===== config.mk =====
export PLATFORM = sky130hd
export DESIGN_NAME = i2c_ctlstat_reg
export DESIGN_NICKNAME = d
export VERILOG_FILES = /design/src/rtl/i2c_csr_pkg.sv /design/src/rtl/i2c_line_sync.sv /design/src/rtl/i2c_bus_monitor.sv /design/src/rtl/i2c_req_ctrl.sv /design/src/rtl/i2c_status_flags.sv /design/src/rtl/i2c_ctlstat_reg.sv
export SDC_FILE = /design/constraint.sdc
export NUM_CORES = 1
export LEC_CHECK = 0
export CAP_MARGIN = 20
export CORE_ASPECT_RATIO = 0.5
export CORE_MARGIN = 3
export CORE_UTILIZATION = 25
export DETAILED_ROUTE_END_ITERATION = 8
export PLACE_DENSITY_LB_ADDON = 0.08
export SETUP_SLACK_MARGIN = 0.15
export SKIP_LAST_GASP = 1
export SYNTH_ARGS = -nofsm -noshare
export SYNTH_HDL_FRONTEND = slang
export SYNTH_SLANG_ARGS = --single-unit

===== constraint.sdc =====
create_clock -name clk -period 1.65 [get_ports clk]
set_clock_uncertainty 0.05 [all_clocks]
set_input_delay 0.33 -clock clk [delete_from_list [all_inputs] [get_ports clk]]
set_output_delay 0.33 -clock clk [all_outputs]
set_load 0.03 [all_outputs]

===== src/rtl/i2c_csr_pkg.sv =====
package i2c_csr_pkg;
  typedef enum logic [1:0] {
    MODE_SLV_RX = 2'b00,
    MODE_SLV_TX = 2'b01,
    MODE_MST_RX = 2'b10,
    MODE_MST_TX = 2'b11
  } i2c_mode_e;

  localparam int BIT_BUSY = 5;
  localparam int BIT_EN   = 4;

  typedef struct packed {
    logic arb;
    logic match;
    logic zero;
    logic last;
  } i2c_flags_t;
endpackage


===== src/rtl/i2c_line_sync.sv =====
module i2c_line_sync #(
  parameter int STAGES = 2,
  parameter int LINES  = 2
) (
  input  logic             clk,
  input  logic             rst_n,
  input  logic [LINES-1:0] raw_i,
  output logic [LINES-1:0] sync_o
);
  for (genvar g = 0; g < LINES; g++) begin : g_line
    logic [STAGES-1:0] chain_q;
    logic [STAGES-1:0] chain_d;

    always_comb chain_d = {chain_q[STAGES-2:0], raw_i[g]};

    always_ff @(posedge clk or negedge rst_n) begin
      if (!rst_n) chain_q <= '1;
      else        chain_q <= chain_d;
    end

    assign sync_o[g] = chain_q[STAGES-1];
  end
endmodule


===== src/rtl/i2c_bus_monitor.sv =====
module i2c_bus_monitor #(
  parameter int SYNC_STAGES = 2
) (
  input  logic clk,
  input  logic rst_n,
  input  logic scl_in,
  input  logic sda_in,
  output logic start_det,
  output logic stop_det,
  output logic busy
);
  logic [1:0] lines_s;
  logic [1:0] lines_prev_q;
  logic       busy_q;
  logic       busy_d;
  logic       scl_s;
  logic       sda_s;

  i2c_line_sync #(.STAGES(SYNC_STAGES), .LINES(2)) u_sync (
    .clk    (clk),
    .rst_n  (rst_n),
    .raw_i  ({sda_in, scl_in}),
    .sync_o (lines_s)
  );

  assign scl_s = lines_s[0];
  assign sda_s = lines_s[1];

  always_comb begin
    start_det = scl_s && lines_prev_q[0] && lines_prev_q[1] && !sda_s;
    stop_det  = scl_s && lines_prev_q[0] && !lines_prev_q[1] && sda_s;
    busy_d    = busy_q;
    if (start_det)     busy_d = 1'b1;
    else if (stop_det) busy_d = 1'b0;
  end

  always_ff @(posedge clk or negedge rst_n) begin
    if (!rst_n) begin
      lines_prev_q <= 2'b11;
      busy_q       <= 1'b0;
    end else begin
      lines_prev_q <= lines_s;
      busy_q       <= busy_d;
    end
  end

  assign busy = busy_q;
endmodule


===== src/rtl/i2c_req_ctrl.sv =====
module i2c_req_ctrl
  import i2c_csr_pkg::*;
(
  input  logic      clk,
  input  logic      rst_n,
  input  logic      wr_en,
  input  logic      wr_busy,
  input  logic      wr_en_bit,
  input  logic [1:0] wr_mode,
  input  logic      bus_busy,
  output i2c_mode_e mode_q,
  output logic      txrx_en_q,
  output logic      start_req_q,
  output logic      stop_req_q,
  output logic      start_accept,
  output logic      start_refuse
);
  logic start_req_d;
  logic stop_req_d;

  always_comb begin
    start_accept = wr_en && wr_busy && !bus_busy;
    start_refuse = wr_en && wr_busy && bus_busy;
    start_req_d  = start_accept;
    stop_req_d   = wr_en && !wr_busy;
  end

  always_ff @(posedge clk or negedge rst_n) begin
    if (!rst_n) begin
      mode_q      <= MODE_SLV_RX;
      txrx_en_q   <= 1'b0;
      start_req_q <= 1'b0;
      stop_req_q  <= 1'b0;
    end else begin
      start_req_q <= start_req_d;
      stop_req_q  <= stop_req_d;
      if (wr_en) begin
        mode_q    <= i2c_mode_e'(wr_mode);
        txrx_en_q <= wr_en_bit;
      end
    end
  end
endmodule


===== src/rtl/i2c_status_flags.sv =====
module i2c_status_flags
  import i2c_csr_pkg::*;
#(
  parameter int ADDR_W = 7
) (
  input  logic              clk,
  input  logic              rst_n,
  input  logic              arb_lost,
  input  logic              start_refuse,
  input  logic              start_accept,
  input  logic              addr_valid,
  input  logic [ADDR_W:0]   addr_byte,
  input  logic [ADDR_W-1:0] own_addr,
  input  logic              rd_en,
  input  logic              bus_event,
  input  logic              rx_valid,
  input  logic              rx_bit,
  output i2c_flags_t        flags_q
);
  i2c_flags_t flags_d;
  logic       hit_own;
  logic       hit_zero;

  always_comb begin
    hit_own  = addr_valid && (addr_byte[ADDR_W:1] == own_addr);
    hit_zero = addr_valid && (addr_byte == '0);
    flags_d  = flags_q;

    if (arb_lost || start_refuse) flags_d.arb = 1'b1;
    else if (start_accept)        flags_d.arb = 1'b0;

    if (hit_own)    flags_d.match = 1'b1;
    else if (rd_en) flags_d.match = 1'b0;

    if (hit_zero)       flags_d.zero = 1'b1;
    else if (bus_event) flags_d.zero = 1'b0;

    if (rx_valid) flags_d.last = rx_bit;
  end

  always_ff @(posedge clk or negedge rst_n) begin
    if (!rst_n) flags_q <= '0;
    else        flags_q <= flags_d;
  end
endmodule


===== src/rtl/i2c_ctlstat_reg.sv =====
module i2c_ctlstat_reg
  import i2c_csr_pkg::*;
#(
  parameter int ADDR_W      = 7,
  parameter int SYNC_STAGES = 2
) (
  input  logic              clk,
  input  logic              rst_n,
  input  logic              wr_en,
  input  logic              rd_en,
  input  logic [7:0]        wdata,
  output logic [7:0]        rdata,
  input  logic [ADDR_W-1:0] own_addr,
  input  logic              scl_in,
  input  logic              sda_in,
  input  logic              arb_lost,
  input  logic              addr_valid,
  input  logic [ADDR_W:0]   addr_byte,
  input  logic              rx_valid,
  input  logic              rx_bit,
  output logic              start_req,
  output logic              stop_req,
  output logic [1:0]        mode,
  output logic              txrx_en
);
  logic       bus_start;
  logic       bus_stop;
  logic       bus_busy;
  logic       start_accept;
  logic       start_refuse;
  i2c_mode_e  mode_q;
  i2c_flags_t flags_q;
  logic       unused_wbits;

  assign unused_wbits = ^wdata[3:0];

  i2c_bus_monitor #(.SYNC_STAGES(SYNC_STAGES)) u_mon (
    .clk       (clk),
    .rst_n     (rst_n),
    .scl_in    (scl_in),
    .sda_in    (sda_in),
    .start_det (bus_start),
    .stop_det  (bus_stop),
    .busy      (bus_busy)
  );

  i2c_req_ctrl u_req (
    .clk          (clk),
    .rst_n        (rst_n),
    .wr_en        (wr_en),
    .wr_busy      (wdata[BIT_BUSY]),
    .wr_en_bit    (wdata[BIT_EN]),
    .wr_mode      (wdata[7:6]),
    .bus_busy     (bus_busy),
    .mode_q       (mode_q),
    .txrx_en_q    (txrx_en),
    .start_req_q  (start_req),
    .stop_req_q   (stop_req),
    .start_accept (start_accept),
    .start_refuse (start_refuse)
  );

  i2c_status_flags #(.ADDR_W(ADDR_W)) u_flags (
    .clk          (clk),
    .rst_n        (rst_n),
    .arb_lost     (arb_lost),
    .start_refuse (start_refuse),
    .start_accept (start_accept),
    .addr_valid   (addr_valid),
    .addr_byte    (addr_byte),
    .own_addr     (own_addr),
    .rd_en        (rd_en),
    .bus_event    (bus_start || bus_stop),
    .rx_valid     (rx_valid),
    .rx_bit       (rx_bit),
    .flags_q      (flags_q)
  );

  assign mode  = mode_q;
  assign rdata = {mode_q, bus_busy, txrx_en, flags_q.arb, flags_q.match,
                  flags_q.zero, flags_q.last};
endmodule


==> impl_metrics.json <==
{
  "grt_max_degree": 17,
  "vdd_drop_max_uv": 468,
  "cp.depth": 1,
  "start_util": 0.282,
  "cp_max_fo": 4,
  "critPathTopFamily": "buffers and inverters",
  "ys.flop_type": "dfrtp_1",
  "cts_buffers": 3,
  "grt_pass1_wl_mm": 2.68,
  "wl_per_cell_um": 12.7,
  "ys_types": 19,
  "die_w_um": 79.1,
  "critical_path_buf_inv_count": 1,
  "clk_transition_reported_paths_ps": 60,
  "crit_required_ps": 1270,
  "cp_slowest_cell": "dlygate4sd2_1",
  "ys_top_cells_by_count": "dfrtp_1 (10), xnor2_1 (8), dfstp_2 (6), buf_4 (4), mux2_2 (4)",
  "period_needed_ps": 1440,
  "syn_to_final_growth_pct": 70.4,
  "tritoncts": "yes",
  "drive_gt1_frac": 0.187,
  "dp.final_hpwl_mm": 1.25,
  "port_buffers": 41,
  "fp.dieArea_um2": 3370,
  "synth_top_area_frac": 0.375,
  "worstSetupPathType": "reg2out",
  "ys_async_sr_fraction": 1.00,
  "wl_mm": 1.60,
  "synthCells": 49,
  "pin_count": 46,
  "worst_setup_path_start_kind": "register",
  "finalSetupTns_ps": 0,
  "yosysWarnings": 0,
  "synth.largest_area_cell": "dfrtp_1",
  "hold_viol": 0,
  "syn_area_per_cell_um2": 13.6,
  "grt_pass1_vias": 556,
  "grt.overflow.total": 0,
  "cts_resized": 13,
  "syn_area_um2": 668,
  "finalSetupViolCount": 0,
  "rsz0062_at_grt": "false",
  "root_buffer": "clkbuf_8",
  "clkSinkCount": 16,
  "first_pass_iters": 4,
  "ys_ff_latch": 16,
  "path_cells": "dlygate4sd2_1",
  "die_h_um": 42.6,
  "max_stage_delay_ps": 420,
  "synthesis.nets": 82,
  "fin_crit_sh": 0.876,
  "synth-edff-count": 0,
  "tightest_slew_ps": 305,
  "cts_buffer_depth": 2,
  "critPathCaptureType": "output port",
  "min_path_type": "reg2reg",
  "htreeDepth": 1,
  "arrival_ps": 1060,
  "drt_iter0_drc": 5,
  "antenna_cells": 0,
  "leakagePower_nw": 0.468,
  "dp_cells": 122,
  "nNetsFinal": 125,
  "power.total_mw": 0.985,
  "status": "completed",
  "postCtsSetupBuffers": 0,
  "cap_viol_max_count": 0,
  "grt_usage": 0.105,
  "reg2reg_depth": 3,
  "power_density_nw_per_um2": 865,
  "synth.area.top_cells": "dfrtp_1 (37%), dfstp_2 (24%), xnor2_1 (10%), mux2_2 (6.7%), buf_4 (4.5%)",
  "insertion_delay_ps": 250,
  "hold_buffers": 0,
  "fmax_mhz": 692,
  "gp_congestion": 0.749,
  "slew_violations": 0,
  "holdPathStages": 0,
  "worst_slew_margin_rel": 0.797,
  "num-fill-cells": 242,
  "ant_nets": 0,
  "fin_cells": 126,
  "via_per_inst": 4.22,
  "ys_seq_area_frac": 0.610,
  "yosysMostFrequentCell": "dfrtp_1",
  "drc_errors": 0,
  "core-area_um2": 2370,
  "fin_util": 0.480,
  "vias": 532,
  "antenna_found_initial": 0,
  "rows": 12
}
[metal layers]
layer / global-route usage / up-vias / wire length, um
met5: 0 / - / 0
met4: 0.0308 / 0 / 0
met3: 0.0708 / 0 / 244
met2: 0.159 / 32 / 706
met1: 0.121 / 248 / 653
li1: - / 252 / -
[sequential cells by signal, indices dropped and copies added, names as in the netlist]
register                     cells
u_req.start_req_q                1
u_req.stop_req_q                 1
u_req.mode_q                     2
u_mon.u_sync.g_line.chain_q      4
u_mon.lines_prev_q               2
u_mon.busy                       1
u_req.txrx_en_q                  1
u_flags.flags_q                  4
[cells by family (layout without fill, tap and decap cells)]
family                 count (synthesis)  in the layout  synth area share
XOR/XNOR                               8              8             0.105
AND/OR/NAND/NOR                        9              9            0.0824
multiplexers                           4              4            0.0674
buffers and inverters                  5             47            0.0506
AO/OA/AOI/OAI                          7              7            0.0843
flip-flops                            16             16             0.610
[report_power, final]
group,internal (mW),total (mW),switching [mW]
Sequential,0.421,0.436,0.0147
Clock,0.212,0.346,0.135
Combinational,0.109,0.203,0.0937
[final cells by class]
class,count,area (um2),area share
sequential,16,408,0.358
inverter,1,3.75,0.00330
tap,35,43.8,0.0385
timing repair buffer,42,402,0.353
multi-input combinational,28,226,0.199
clock buffer,4,55.1,0.0484
[per-stage QoR]
step                      hold slack, ps  setup slack (ps)  cell area, um2
after CTS                            308               191            1140
after detailed placement             299              86.9            1100
after global placement               298              58.2            1100
after global routing                 310               164            1140
final                                308               205            1140
after floorplan                    -15.6               552             668
[path summary, 6_finish.rpt]
| check | from | to | slack (ps) |
|---|---|---|---|
| min in group asynchronous | rst_n | u_req.start_req_q | 340 |
| max | u_mon.busy | rdata[5] | 210 |
| min | u_mon.u_sync.g_line[1].chain_q[0] | u_mon.u_sync.g_line[1].chain_q[1] | 310 |
| min reg2reg | u_mon.u_sync.g_line[1].chain_q[0] | u_mon.u_sync.g_line[1].chain_q[1] | 310 |
| max reg2reg | u_mon.u_sync.g_line[0].chain_q[1] | u_flags.flags_q[1] | 500 |
| max in group asynchronous | rst_n | u_mon.u_sync.g_line[0].chain_q[0] | 970 |
[cells in the final DEF (no fill, tap or decap), drive strengths merged]
| master | n |
|---|---|
| o22ai | 1 |
| dlygate4sd2 | 13 |
| nor2b | 1 |
| nand2 | 2 |
| inv | 1 |
| a21oi | 1 |
| dfstp | 6 |
| dfrtp | 10 |
| a22o | 1 |
| clkdlybuf4s50 | 28 |
| nand4 | 2 |
| o21bai | 2 |
| clkbuf | 4 |
| buf | 1 |
| nor2 | 1 |
| xnor2 | 8 |
| nor4 | 1 |
| nand3 | 1 |
| o21ai | 1 |
| o41ai | 1 |
| mux2 | 4 |
| nand3b | 1 |
Note: power is estimated with default switching activity, not from simulation.
